### src/rtl/qenc_pkg.sv
package qenc_pkg;

  typedef enum logic [2:0] {
    MODE_FREE_0   = 3'b000,
    MODE_ENC_A    = 3'b001,
    MODE_ENC_B    = 3'b010,
    MODE_ENC_AB   = 3'b011,
    MODE_TRIG_CLR = 3'b100,
    MODE_FREE_5   = 3'b101,
    MODE_TRIG_RUN = 3'b110,
    MODE_EXT_CLK  = 3'b111
  } qenc_mode_e;

  // Up when the new A level differs from B (A leads B going forward).
  function automatic logic a_edge_up(input logic a_now, input logic b_now);
    return a_now != b_now;
  endfunction

  // Up when the new B level matches A.
  function automatic logic b_edge_up(input logic a_now, input logic b_now);
    return a_now == b_now;
  endfunction

endpackage

### src/rtl/qenc_sync_edge.sv
module qenc_sync_edge #(
  parameter int STAGES = 2
) (
  input  logic clk,
  input  logic rst_n,
  input  logic pin_i,
  input  logic inv_i,
  output logic lvl_o,
  output logic rise_o,
  output logic fall_o
);

  logic [STAGES-1:0] chain_q;
  logic              prev_q;

  generate
    for (genvar i = 0; i < STAGES; i++) begin : g_stage
      if (i == 0) begin : g_first
        always_ff @(posedge clk or negedge rst_n) begin
          if (!rst_n) chain_q[0] <= 1'b0;
          else        chain_q[0] <= pin_i ^ inv_i;
        end
      end else begin : g_next
        always_ff @(posedge clk or negedge rst_n) begin
          if (!rst_n) chain_q[i] <= 1'b0;
          else        chain_q[i] <= chain_q[i-1];
        end
      end
    end
  endgenerate

  always_ff @(posedge clk or negedge rst_n) begin
    if (!rst_n) prev_q <= 1'b0;
    else        prev_q <= chain_q[STAGES-1];
  end

  assign lvl_o  = chain_q[STAGES-1];
  assign rise_o = chain_q[STAGES-1] & ~prev_q;
  assign fall_o = ~chain_q[STAGES-1] & prev_q;

endmodule

### src/rtl/qenc_decode.sv
module qenc_decode
  import qenc_pkg::*;
(
  input  logic       clk,
  input  logic       rst_n,
  input  logic [2:0] mode_i,
  input  logic       cnt_en_i,
  input  logic       a_lvl_i,
  input  logic       a_rise_i,
  input  logic       a_fall_i,
  input  logic       b_lvl_i,
  input  logic       b_rise_i,
  input  logic       b_fall_i,
  output logic       run_en_o,
  output logic       step_o,
  output logic       down_o,
  output logic       clear_o
);

  qenc_mode_e mode_e;
  logic       a_edge, b_edge;
  logic       started_q;
  logic       step_raw;

  assign mode_e = qenc_mode_e'(mode_i);
  assign a_edge = a_rise_i | a_fall_i;
  assign b_edge = b_rise_i | b_fall_i;

  // Start flag for trigger-run mode; dropped as soon as the mode changes.
  always_ff @(posedge clk or negedge rst_n) begin
    if (!rst_n)                            started_q <= 1'b0;
    else if (mode_e != MODE_TRIG_RUN)      started_q <= 1'b0;
    else if (a_rise_i)                     started_q <= 1'b1;
  end

  assign run_en_o = cnt_en_i | started_q;

  always_comb begin
    step_raw = 1'b0;
    down_o   = 1'b0;
    clear_o  = 1'b0;
    case (mode_e)
      MODE_ENC_A: begin
        step_raw = a_edge & ~b_edge;
        down_o   = ~a_edge_up(a_lvl_i, b_lvl_i);
      end
      MODE_ENC_B: begin
        step_raw = b_edge & ~a_edge;
        down_o   = ~b_edge_up(a_lvl_i, b_lvl_i);
      end
      MODE_ENC_AB: begin
        step_raw = a_edge ^ b_edge;
        down_o   = a_edge ? ~a_edge_up(a_lvl_i, b_lvl_i)
                          : ~b_edge_up(a_lvl_i, b_lvl_i);
      end
      MODE_TRIG_CLR: begin
        step_raw = 1'b1;
        clear_o  = a_rise_i;
      end
      MODE_EXT_CLK: begin
        step_raw = a_rise_i;
      end
      default: begin
        step_raw = 1'b1;
      end
    endcase
  end

  assign step_o = step_raw & run_en_o;

endmodule

### src/rtl/qenc_counter.sv
module qenc_counter #(
  parameter int CNT_W = 16
) (
  input  logic             clk,
  input  logic             rst_n,
  input  logic             step_i,
  input  logic             down_i,
  input  logic             clear_i,
  input  logic [CNT_W-1:0] limit_i,
  output logic [CNT_W-1:0] count_o,
  output logic             dir_down_o,
  output logic             update_o
);

  // Returns {wrapped, next value}.
  function automatic logic [CNT_W:0] next_val(input logic [CNT_W-1:0] cur,
                                               input logic [CNT_W-1:0] lim,
                                               input logic             dn);
    if (dn) begin
      if (cur == '0) return {1'b1, lim};
      return {1'b0, cur - CNT_W'(1)};
    end
    if (cur >= lim) return {1'b1, {CNT_W{1'b0}}};
    return {1'b0, cur + CNT_W'(1)};
  endfunction

  logic [CNT_W-1:0] cnt_q;
  logic             dir_q;
  logic             upd_q;
  logic [CNT_W:0]   nxt;

  assign nxt = next_val(cnt_q, limit_i, down_i);

  always_ff @(posedge clk or negedge rst_n) begin
    if (!rst_n) begin
      cnt_q <= '0;
      dir_q <= 1'b0;
      upd_q <= 1'b0;
    end else begin
      upd_q <= 1'b0;
      if (clear_i) begin
        cnt_q <= '0;
        upd_q <= 1'b1;
      end else if (step_i) begin
        cnt_q <= nxt[CNT_W-1:0];
        upd_q <= nxt[CNT_W];
        dir_q <= down_i;
      end
    end
  end

  assign count_o    = cnt_q;
  assign dir_down_o = dir_q;
  assign update_o   = upd_q;

endmodule

### src/rtl/qenc_timer.sv
module qenc_timer #(
  parameter int CNT_W       = 16,
  parameter int SYNC_STAGES = 2
) (
  input  logic             clk,
  input  logic             rst_n,
  input  logic             ch_a_i,
  input  logic             ch_b_i,
  input  logic             inv_a_i,
  input  logic             inv_b_i,
  input  logic             cnt_en_i,
  input  logic [2:0]       mode_i,
  input  logic [CNT_W-1:0] reload_i,
  output logic [CNT_W-1:0] count_o,
  output logic             dir_down_o,
  output logic             update_o
);

  logic a_lvl, a_rise, a_fall;
  logic b_lvl, b_rise, b_fall;
  logic run_en, step_req, step_down, clear_req;

  qenc_sync_edge #(.STAGES(SYNC_STAGES)) u_sync_a (
    .clk(clk), .rst_n(rst_n), .pin_i(ch_a_i), .inv_i(inv_a_i),
    .lvl_o(a_lvl), .rise_o(a_rise), .fall_o(a_fall)
  );

  qenc_sync_edge #(.STAGES(SYNC_STAGES)) u_sync_b (
    .clk(clk), .rst_n(rst_n), .pin_i(ch_b_i), .inv_i(inv_b_i),
    .lvl_o(b_lvl), .rise_o(b_rise), .fall_o(b_fall)
  );

  qenc_decode u_decode (
    .clk(clk), .rst_n(rst_n), .mode_i(mode_i), .cnt_en_i(cnt_en_i),
    .a_lvl_i(a_lvl), .a_rise_i(a_rise), .a_fall_i(a_fall),
    .b_lvl_i(b_lvl), .b_rise_i(b_rise), .b_fall_i(b_fall),
    .run_en_o(run_en), .step_o(step_req), .down_o(step_down), .clear_o(clear_req)
  );

  qenc_counter #(.CNT_W(CNT_W)) u_counter (
    .clk(clk), .rst_n(rst_n), .step_i(step_req), .down_i(step_down),
    .clear_i(clear_req), .limit_i(reload_i),
    .count_o(count_o), .dir_down_o(dir_down_o), .update_o(update_o)
  );

endmodule

### config.mk
export PLATFORM = sky130hd
export DESIGN_NAME = qenc_timer
export DESIGN_NICKNAME = d
export VERILOG_FILES = /design/src/rtl/qenc_pkg.sv /design/src/rtl/qenc_sync_edge.sv /design/src/rtl/qenc_decode.sv /design/src/rtl/qenc_counter.sv /design/src/rtl/qenc_timer.sv
export SDC_FILE = /design/constraint.sdc
export NUM_CORES = 1
export LEC_CHECK = 0
export CAP_MARGIN = 20
export CORE_AREA = 5 5 80 82
export DETAILED_ROUTE_END_ITERATION = 10
export DIE_AREA = 0 0 85 87
export PLACE_DENSITY = 0.74
export SYNTH_ARGS = -nofsm -noshare
export SYNTH_HDL_FRONTEND = slang
export SYNTH_SLANG_ARGS = --single-unit
### constraint.sdc
create_clock -name clk -period 3.65 [get_ports clk]
set_input_delay 1.095 -clock clk [delete_from_list [all_inputs] [get_ports clk]]
set_output_delay 1.095 -clock clk [all_outputs]
set_load 0.1 [all_outputs]
==> metrics.cfg, run 1 <==
[final_layout]
area_growth_pct=23.6
diodes=0
drive_gt1_share_pct=14.4
postLayoutCellArea_sq_um=2970
final_common_cell=buf_4
layout_common_cells=buf_4, inv_1, clkdlybuf4s50_1, dfrtp_1, ha_1
fin_nets=389
utilization_pct=52.3
fillers=570
final_cells=415

[cts]
cts_root_buffer=clkbuf_8
holdBufCountCts=0
clock_latency_ps=280
clockBufferDepth=2
cts_tree=done
htree_levels=1
cts_resized=0
cts.sinks=25
clk_pin_slew_worst_paths_ps=110
post_cts_buffers=0
cts_buffers=3

[flow_run]
cap_violations=0

[synthesis]
syn_avg_cell_area_sq_um=8.15
synth_cell_type_count=52
syn_area_sq_um=2400
yosysSeqAreaShare_pct=26.0
async_flop_share_pct=100
yosysWarnings=0
synthFlopType=dfrtp_1
synth_nets=343
synthCells=295
ys_ff_latch=25
synth-edff-count=0

[sta]
holdWs_ps=365
skew_ps=7.33
worstMarginPinSlew_ps=737
fin_ws_ps=428
rsz0062_at_grt=false
hold_viol_final=0
timing.fmax_ghz=0.310
slew_headroom_pct=50.4
period_share_pct=88.3
period_needed_ps=3220
slew_violations=0
finalSetupTns_ps=0
setup_viol=0

[placement]
dpl.cell_count=411
hpwl_um=5310
post_dp_cell_area_sq_um=2920
port_buffers=43
gp_congestion=0.935
dp_slack_ps=151

[power]
ir_drop_mv=0.608
cellPowerDensity_nw_per_um2=867
p_total_mw=2.58
leakage_nw=1.41

[detailed_routing]
drtAntennaViolNets=0
wl_um=6970
drt-initial-drc-count=266
via_per_inst=6.02
dr.pass1.iters=5
wl_per_cell_um=16.8
vias=2497
drc_errors=0

[setup_path]
crit_arrival_ps=3390
end_kind=flip-flop
critical_path.max_fanout=10
path_class=input port to flip-flop
startpoint_type=input port
required_ps=3820

[grt]
grt_pass1_vias=2382
gr-total-overflow=0
antenna_found_initial=0
grt_pass1_wl_um=11300
grt_max_degree=26
track_usage_pct=18.6

[floorplan]
die_area_sq_um=7400
rows=28
die_width_um=85
die_h_um=87
num_io_pins=44
start_util_pct=42.4
core_sq_um=5680

[worst_hold_path]
hp-class=flip-flop to flip-flop

[outcome]
outcome=completed

-- cell usage after synthesis (2+ instances only) --
cell type | instances | area [sq um]
inv_1 | 27 | 101
dfrtp_1 | 25 | 626
ha_1 | 22 | 275
nor2_1 | 20 | 75.1
nand2_1 | 16 | 60.1
clkbuf_1 | 14 | 52.6
a21oi_1 | 12 | 60.1
nand3_1 | 11 | 55.1
nor3_1 | 11 | 55.1
nor4_1 | 11 | 68.8
a211o_1 | 10 | 87.6
o21ai_0 | 9 | 45.0
xor2_1 | 8 | 70.1
a211oi_1 | 7 | 52.6
or3_1 | 7 | 43.8
o31ai_1 | 6 | 45.0
xnor2_1 | 6 | 52.6
a221o_1 | 5 | 50.1
a31o_2 | 5 | 43.8
nand2b_1 | 5 | 31.3
nand4_1 | 5 | 31.3
a31oi_1 | 3 | 18.8
and3_1 | 3 | 18.8
buf_2 | 3 | 15.0
nor3b_1 | 3 | 22.5
o211ai_1 | 3 | 22.5
a21o_1 | 2 | 15.0
a311oi_1 | 2 | 17.5
and4_1 | 2 | 17.5
buf_6 | 2 | 22.5
mux2i_1 | 2 | 20.0
nor2b_1 | 2 | 12.5
o211a_1 | 2 | 20.0
o22ai_1 | 2 | 12.5
o32ai_1 | 2 | 17.5
o41ai_1 | 2 | 17.5
or3b_2 | 2 | 17.5
or4_1 | 2 | 15.0
-- power by group --
part           internal [mW]  switching (mW)  total [mW]  leakage (nW)
clock network         0.0803           0.107       0.187        0.0261
logic                  0.613            1.27        1.88          1.06
registers              0.354           0.152       0.506         0.326
-- critical path, stage by stage --
cell and delay [ps]:
clkdlybuf4s50_1 520, inv_1 60, ha_1 300, nand4_1 190, nor4_1 310, a22oi_1 140, nand2_1 130, buf_4 180
o31ai_1 100, a221o_1 370
-- per-layer routing --
metal / global-route usage (%) / routed length [um] / up-vias
li1: - / - / 1202
met1: 23.7 / 2960 / 1187
met5: 0 / 0 / -
met3: 3.12 / 482 / 12
met4: 5.04 / 112 / 0
met2: 32.7 / 3410 / 96
-- state kept, by name, summed over array words and instances (netlist names) --
signal / count
u_sync_a.prev_q: 1
u_sync_b.chain_q: 1
u_sync_b.prev_q: 1
u_counter.count_o: 16
u_decode.started_q: 1
u_counter.dir_down_o: 1
u_counter.update_o: 1
u_sync_a.lvl_o: 1
u_sync_a.chain_q: 1
u_sync_b.lvl_o: 1
-- path summary, 6_finish.rpt --
path,slack [ps],cells past startpoint,to,start
min,370,0,u_sync_b.lvl_o,u_sync_b.chain_q[0]
max reg2reg,810,5,u_counter.count_o[7],u_counter.count_o[5]
max,430,10,u_counter.count_o[9],reload_i[13]
min reg2reg,370,0,u_sync_b.lvl_o,u_sync_b.chain_q[0]
min in group asynchronous,1180,2,u_counter.count_o[12],rst_n
max in group asynchronous,2200,2,u_counter.count_o[2],rst_n
-- cell type report --
type	count	area [sq um]	area share (%)
Timing Repair Buffer	60	513	17.3
Sequential cell	25	626	21.1
Clock inverter	1	8.76	0.295
Tap cell	75	93.8	3.16
Multi-Input combinational cell	224	1590	53.4
Inverter	27	101	3.41
Clock buffer	3	41.3	1.39
-- cells by family after synthesis --
kind of cell,Yosys count,share of synthesized area (%)
AND/OR/NAND/NOR,106,23.9
AO/OA/AOI/OAI,80,24.7
buffers and inverters,46,7.96
flip-flops,25,26.0
adder cells (fa/ha/maj),22,11.5
XOR/XNOR,14,5.10
multiplexers,2,0.833
Note: power is estimated with default switching activity, not from simulation.
==> inputs of run 2 (changes only) <==
--- a/config.mk
+++ b/config.mk
@@ -6,9 +6,9 @@
 export NUM_CORES = 1
 export LEC_CHECK = 0
 export CAP_MARGIN = 20
-export CORE_AREA = 5 5 80 82
+export CORE_AREA = 5 5 94 70
 export DETAILED_ROUTE_END_ITERATION = 10
-export DIE_AREA = 0 0 85 87
+export DIE_AREA = 0 0 99 75
 export PLACE_DENSITY = 0.74
 export SYNTH_ARGS = -nofsm -noshare
 export SYNTH_HDL_FRONTEND = slang
==> metrics.cfg, run 2 (same netlist as run 1, synthesis figures left out) <==
[power]
switching_share_pct=60.2
ir_drop_mv=0.498
cellPowerDensity_nw_per_um2=875
pwr-share-clk_pct=6.6
switching_power_mw=1.54
combPwrFrac_pct=71.8
leakage_nw=1.38
seqPwrFrac_pct=21.6
p_int_mw=1.02

[worst_hold_path]
worstHoldStart=u_sync_a.chain_q[0]
hp-class=flip-flop to flip-flop

[sta]
holdWs_ps=354
rsz0062_at_grt=false
slew_headroom_pct=51.8
setup_viol=0
fin_ws_ps=307
hold_viol_final=0
slew_violations=0
skew_ps=4.51
finalSetupTns_ps=0
timing.fmax_ghz=0.299
worstMarginPinSlew_ps=716
period_share_pct=91.6
period_needed_ps=3340

[detailed_routing]
topRoutingLayerUsed=met4
wl_um=7120
wl_per_cell_um=17.4
wl_met3_um=737
drc_errors=0
wl_met2_um=2940
vias=2477
m1WireLength_um=3360
via_per_inst=6.04
dr.pass1.iters=5
drtAntennaViolNets=0
drt-initial-drc-count=285

[setup_path]
crit_buf_inv=3
crit_start=reload_i[15]
crit_family=simple AND/OR/NAND/NOR gates
critPathSlowestCell=clkdlybuf4s50_1
end_kind=flip-flop
critical_path.max_fanout=10
required_ps=3810
timing.rr.start=u_counter.count_o[3]
path_class=input port to flip-flop
crit_path_cell_trace=clkdlybuf4s50_1 -> inv_1 -> ha_1 -> nand4_1 -> nor4_1 -> a22oi_1 -> nand2_1 -> buf_4 -> nor2_1 -> a221o_1
crit_path_max_incr_delay_ps=500
crit_arrival_ps=3510
startpoint_type=input port

[final_layout]
fin_nets=384
final_common_cell=buf_4
area_growth_pct=21.8
utilization_pct=52.7
drive_gt1_share_pct=12.8
layout_common_cells=buf_4, inv_1, clkdlybuf4s50_1, dfrtp_1, ha_1
diodes=0
final_cells=410
largest_register_ffs=16

[cts]
clk_pin_slew_worst_paths_ps=90
post_cts_buffers=0
cts.sinks=25
cts_buffers=3
htree_levels=1
clock_latency_ps=270
clockBufferDepth=2
holdBufCountCts=0
cts_tree=done
cts_root_buffer=clkbuf_8
cts_resized=0

[placement]
hpwl_um=5320
dpl.cell_count=406
gp_congestion=0.938
dp_slack_ps=124
port_buffers=43

[grt]
grt_pass1_wl_um=11500
grt_max_degree=26
grt_pass1_vias=2302
track_usage_pct=19.5
antenna_found_initial=0
gr-total-overflow=0

[floorplan]
start_util_pct=43.3
die_width_um=99
die_h_um=75
num_io_pins=44
rows=23
core_sq_um=5550
die_area_sq_um=7430

[outcome]
outcome=completed

[flow_run]
cap_violations=0

## run 2: cell count changes in the layout (fill, tap and decap cells not counted), sizes merged
cell | previous run | this run
buf | 35 | 30
clkbuf | 3 | 4
inv | 28 | 27
## run 2: final timing paths
| kind | to | slack, ps | cells past startpoint |
|---|---|---|---|
| min | u_sync_a.lvl_o | 350 | 0 |
| min in group asynchronous | u_counter.count_o[11] | 1180 | 2 |
| max reg2reg | u_counter.count_o[7] | 610 | 6 |
| max | u_counter.count_o[5] | 310 | 10 |
| max in group asynchronous | u_counter.count_o[12] | 2210 | 2 |
| min reg2reg | u_sync_a.lvl_o | 350 | 0 |
## run 2: through the flow
step	cell area [sq um]	total power [mW]
after floorplan	2400	1.93
after global placement	2880	2.34
after detailed placement	2880	2.36
after CTS	2930	2.54
after global routing	2930	2.73
final	2930	2.56
## run 2: cell type report
class	count	area, sq um
Sequential cell	25	626
Fill cell	543	2630
Timing Repair Buffer	55	475
Tap cell	75	93.8
Clock buffer	4	45.0
Multi-Input combinational cell	224	1590
Inverter	27	101
## run 2: routing by layer
metal  GRT usage (%)  vias up
met1            28.8     1150
met4            4.70        0
met5               0        -
met3            4.91       10
li1                -     1187
met2            28.7      130
## run 2: worst reg2reg max path: cells and delay by family (launching register included)
family,cells,cell delay (ps)
DFF,1,540
and+or+nand+nor,4,1930
AOI/OAI and AO/OA,2,510
## run 2: power by group through the flow
stage	clock network, mW	logic, mW	registers [mW]
2_1_floorplan	0	0.964	0.966
3_3_place_gp	0	1.79	0.548
3_5_place_dp	0	1.81	0.553
4_1_cts	0.173	1.82	0.546
5_1_grt	0.184	1.97	0.572
6_report	0.169	1.84	0.554
==> inputs of run 3 (changes only) <==
--- a/config.mk
+++ b/config.mk
@@ -6,10 +6,10 @@
 export NUM_CORES = 1
 export LEC_CHECK = 0
 export CAP_MARGIN = 20
-export CORE_AREA = 5 5 94 70
+export CORE_AREA = 5 5 87 65
 export DETAILED_ROUTE_END_ITERATION = 10
-export DIE_AREA = 0 0 99 75
-export PLACE_DENSITY = 0.74
+export DIE_AREA = 0 0 92 70
+export PLACE_DENSITY = 0.85
 export SYNTH_ARGS = -nofsm -noshare
 export SYNTH_HDL_FRONTEND = slang
 export SYNTH_SLANG_ARGS = --single-unit
==> metrics.cfg, run 3 (same netlist as run 1, synthesis figures left out) <==
[outcome]
outcome=completed

[final_layout]
final_cells=392
largest_register_ffs=16
fin_nets=384
postLayoutCellArea_sq_um=2910
layout_common_cells=buf_4, inv_1, clkdlybuf4s50_1, dfrtp_1, ha_1
utilization_pct=62.1
final_common_cell=buf_4
multi_input_area_sq_um=1590
diodes=0
seqCellArea_sq_um=626
fillers=432
area_growth_pct=20.9
drive_gt1_share_pct=12.8

[sta]
setup_viol=0
worstMarginPinSlew_ps=730
finalSetupTns_ps=0
timing.fmax_ghz=0.288
rsz0062_at_grt=false
hold_viol_final=0
slew_headroom_pct=51.0
skew_ps=12.5
slew_violations=0
period_share_pct=95.1
period_needed_ps=3470

[cts]
cts_resized=0
htree_levels=1
cts_buffers=3
cts_root_buffer=clkbuf_8
post_cts_buffers=0
cts_tree=done
clockBufferDepth=2
clock_latency_ps=280
clk_pin_slew_worst_paths_ps=90
holdBufCountCts=0
cts.sinks=25

[grt]
antenna_found_initial=0
grt_pass1_wl_um=11700
track_usage_pct=21.9
grt_max_degree=26
gr-total-overflow=0
grt_pass1_vias=2412

[floorplan]
die_area_sq_um=6440
start_util_pct=51.4
rows=21
core_sq_um=4680
num_io_pins=44
die_width_um=92
die_h_um=70

[detailed_routing]
vias=2577
drtAntennaViolNets=0
dr.pass1.iters=7
wl_per_cell_um=18.1
wl_um=7110
via_per_inst=6.57
drt-initial-drc-count=276
drc_errors=0

[power]
cellPowerDensity_nw_per_um2=887
leakage_nw=1.38
ir_drop_mv=0.637

[flow_run]
cap_violations=0

[setup_path]
path_class=input port to flip-flop
startpoint_type=input port
crit_path_cell_trace=clkdlybuf4s50_1 -> inv_1 -> ha_1 -> nand4_1 -> nor4_1 -> a22oi_1 -> nand2_1 -> nor2_1 -> a221o_1
crit_path_max_incr_delay_ps=510
critical_path.max_fanout=10
crit_arrival_ps=3640
required_ps=3820
end_kind=flip-flop
critPathSlowestCell=clkdlybuf4s50_1

[placement]
hpwl_um=5280
dpl.cell_count=388
port_buffers=43
gp_congestion=0.945
post_dp_cell_area_sq_um=2860

[worst_hold_path]
hp-class=flip-flop to flip-flop

-- run 3: where the power goes --
group	internal [mW]	total (mW)	leakage, nW	switching, mW
clock network	0.0782	0.168	0.0228	0.0893
logic	0.602	1.86	1.03	1.26
registers	0.353	0.550	0.326	0.196
-- run 3: final timing paths --
path                                       from                    to  slack [ps]  cells past startpoint
max                                reload_i[13]  u_counter.count_o[6]         180                      9
min                         u_sync_a.chain_q[0]        u_sync_a.lvl_o         360                      0
max reg2reg                u_counter.count_o[0]  u_counter.count_o[8]         670                      8
min reg2reg                 u_sync_a.chain_q[0]        u_sync_a.lvl_o         360                      0
max in group asynchronous                 rst_n       u_sync_a.prev_q        2210                      2
min in group asynchronous                 rst_n  u_counter.count_o[1]        1180                      2
-- run 3: area by class of cell --
class / instances / area share [%]
sequential: 25 / 21.5
tap: 57 / 2.45
clock buffer: 4 / 1.55
timing repair buffer: 55 / 16.4
inverter: 27 / 3.49
multi-input combinational: 224 / 54.6
-- run 3: metal layers --
metal,up-vias,global-route usage (%),wire length (um)
li1,1184,-,-
met1,1208,30.9,3070
met2,171,32.8,3050
met3,14,7.08,900
met4,0,4.45,91
met5,-,0,0
-- run 3: metrics by stage --
| stage | hold slack (ps) | worst slack (ps) | total power, mW |
|---|---|---|---|
| finish | 359 | 181 | 2.58 |
| global route | 377 | 106 | 2.73 |
| CTS | 364 | 263 | 2.54 |
| detailed placement | 341 | 25.5 | 2.36 |
| global placement | 333 | 148 | 2.34 |
| floorplan | 331 | 488 | 1.93 |
-- run 3: critical path: cells and delay by family --
family	cells	cell delay [ps]
compound gates	2	520
fa+ha+maj	1	310
buf+inv	2	570
simple gates	4	1130
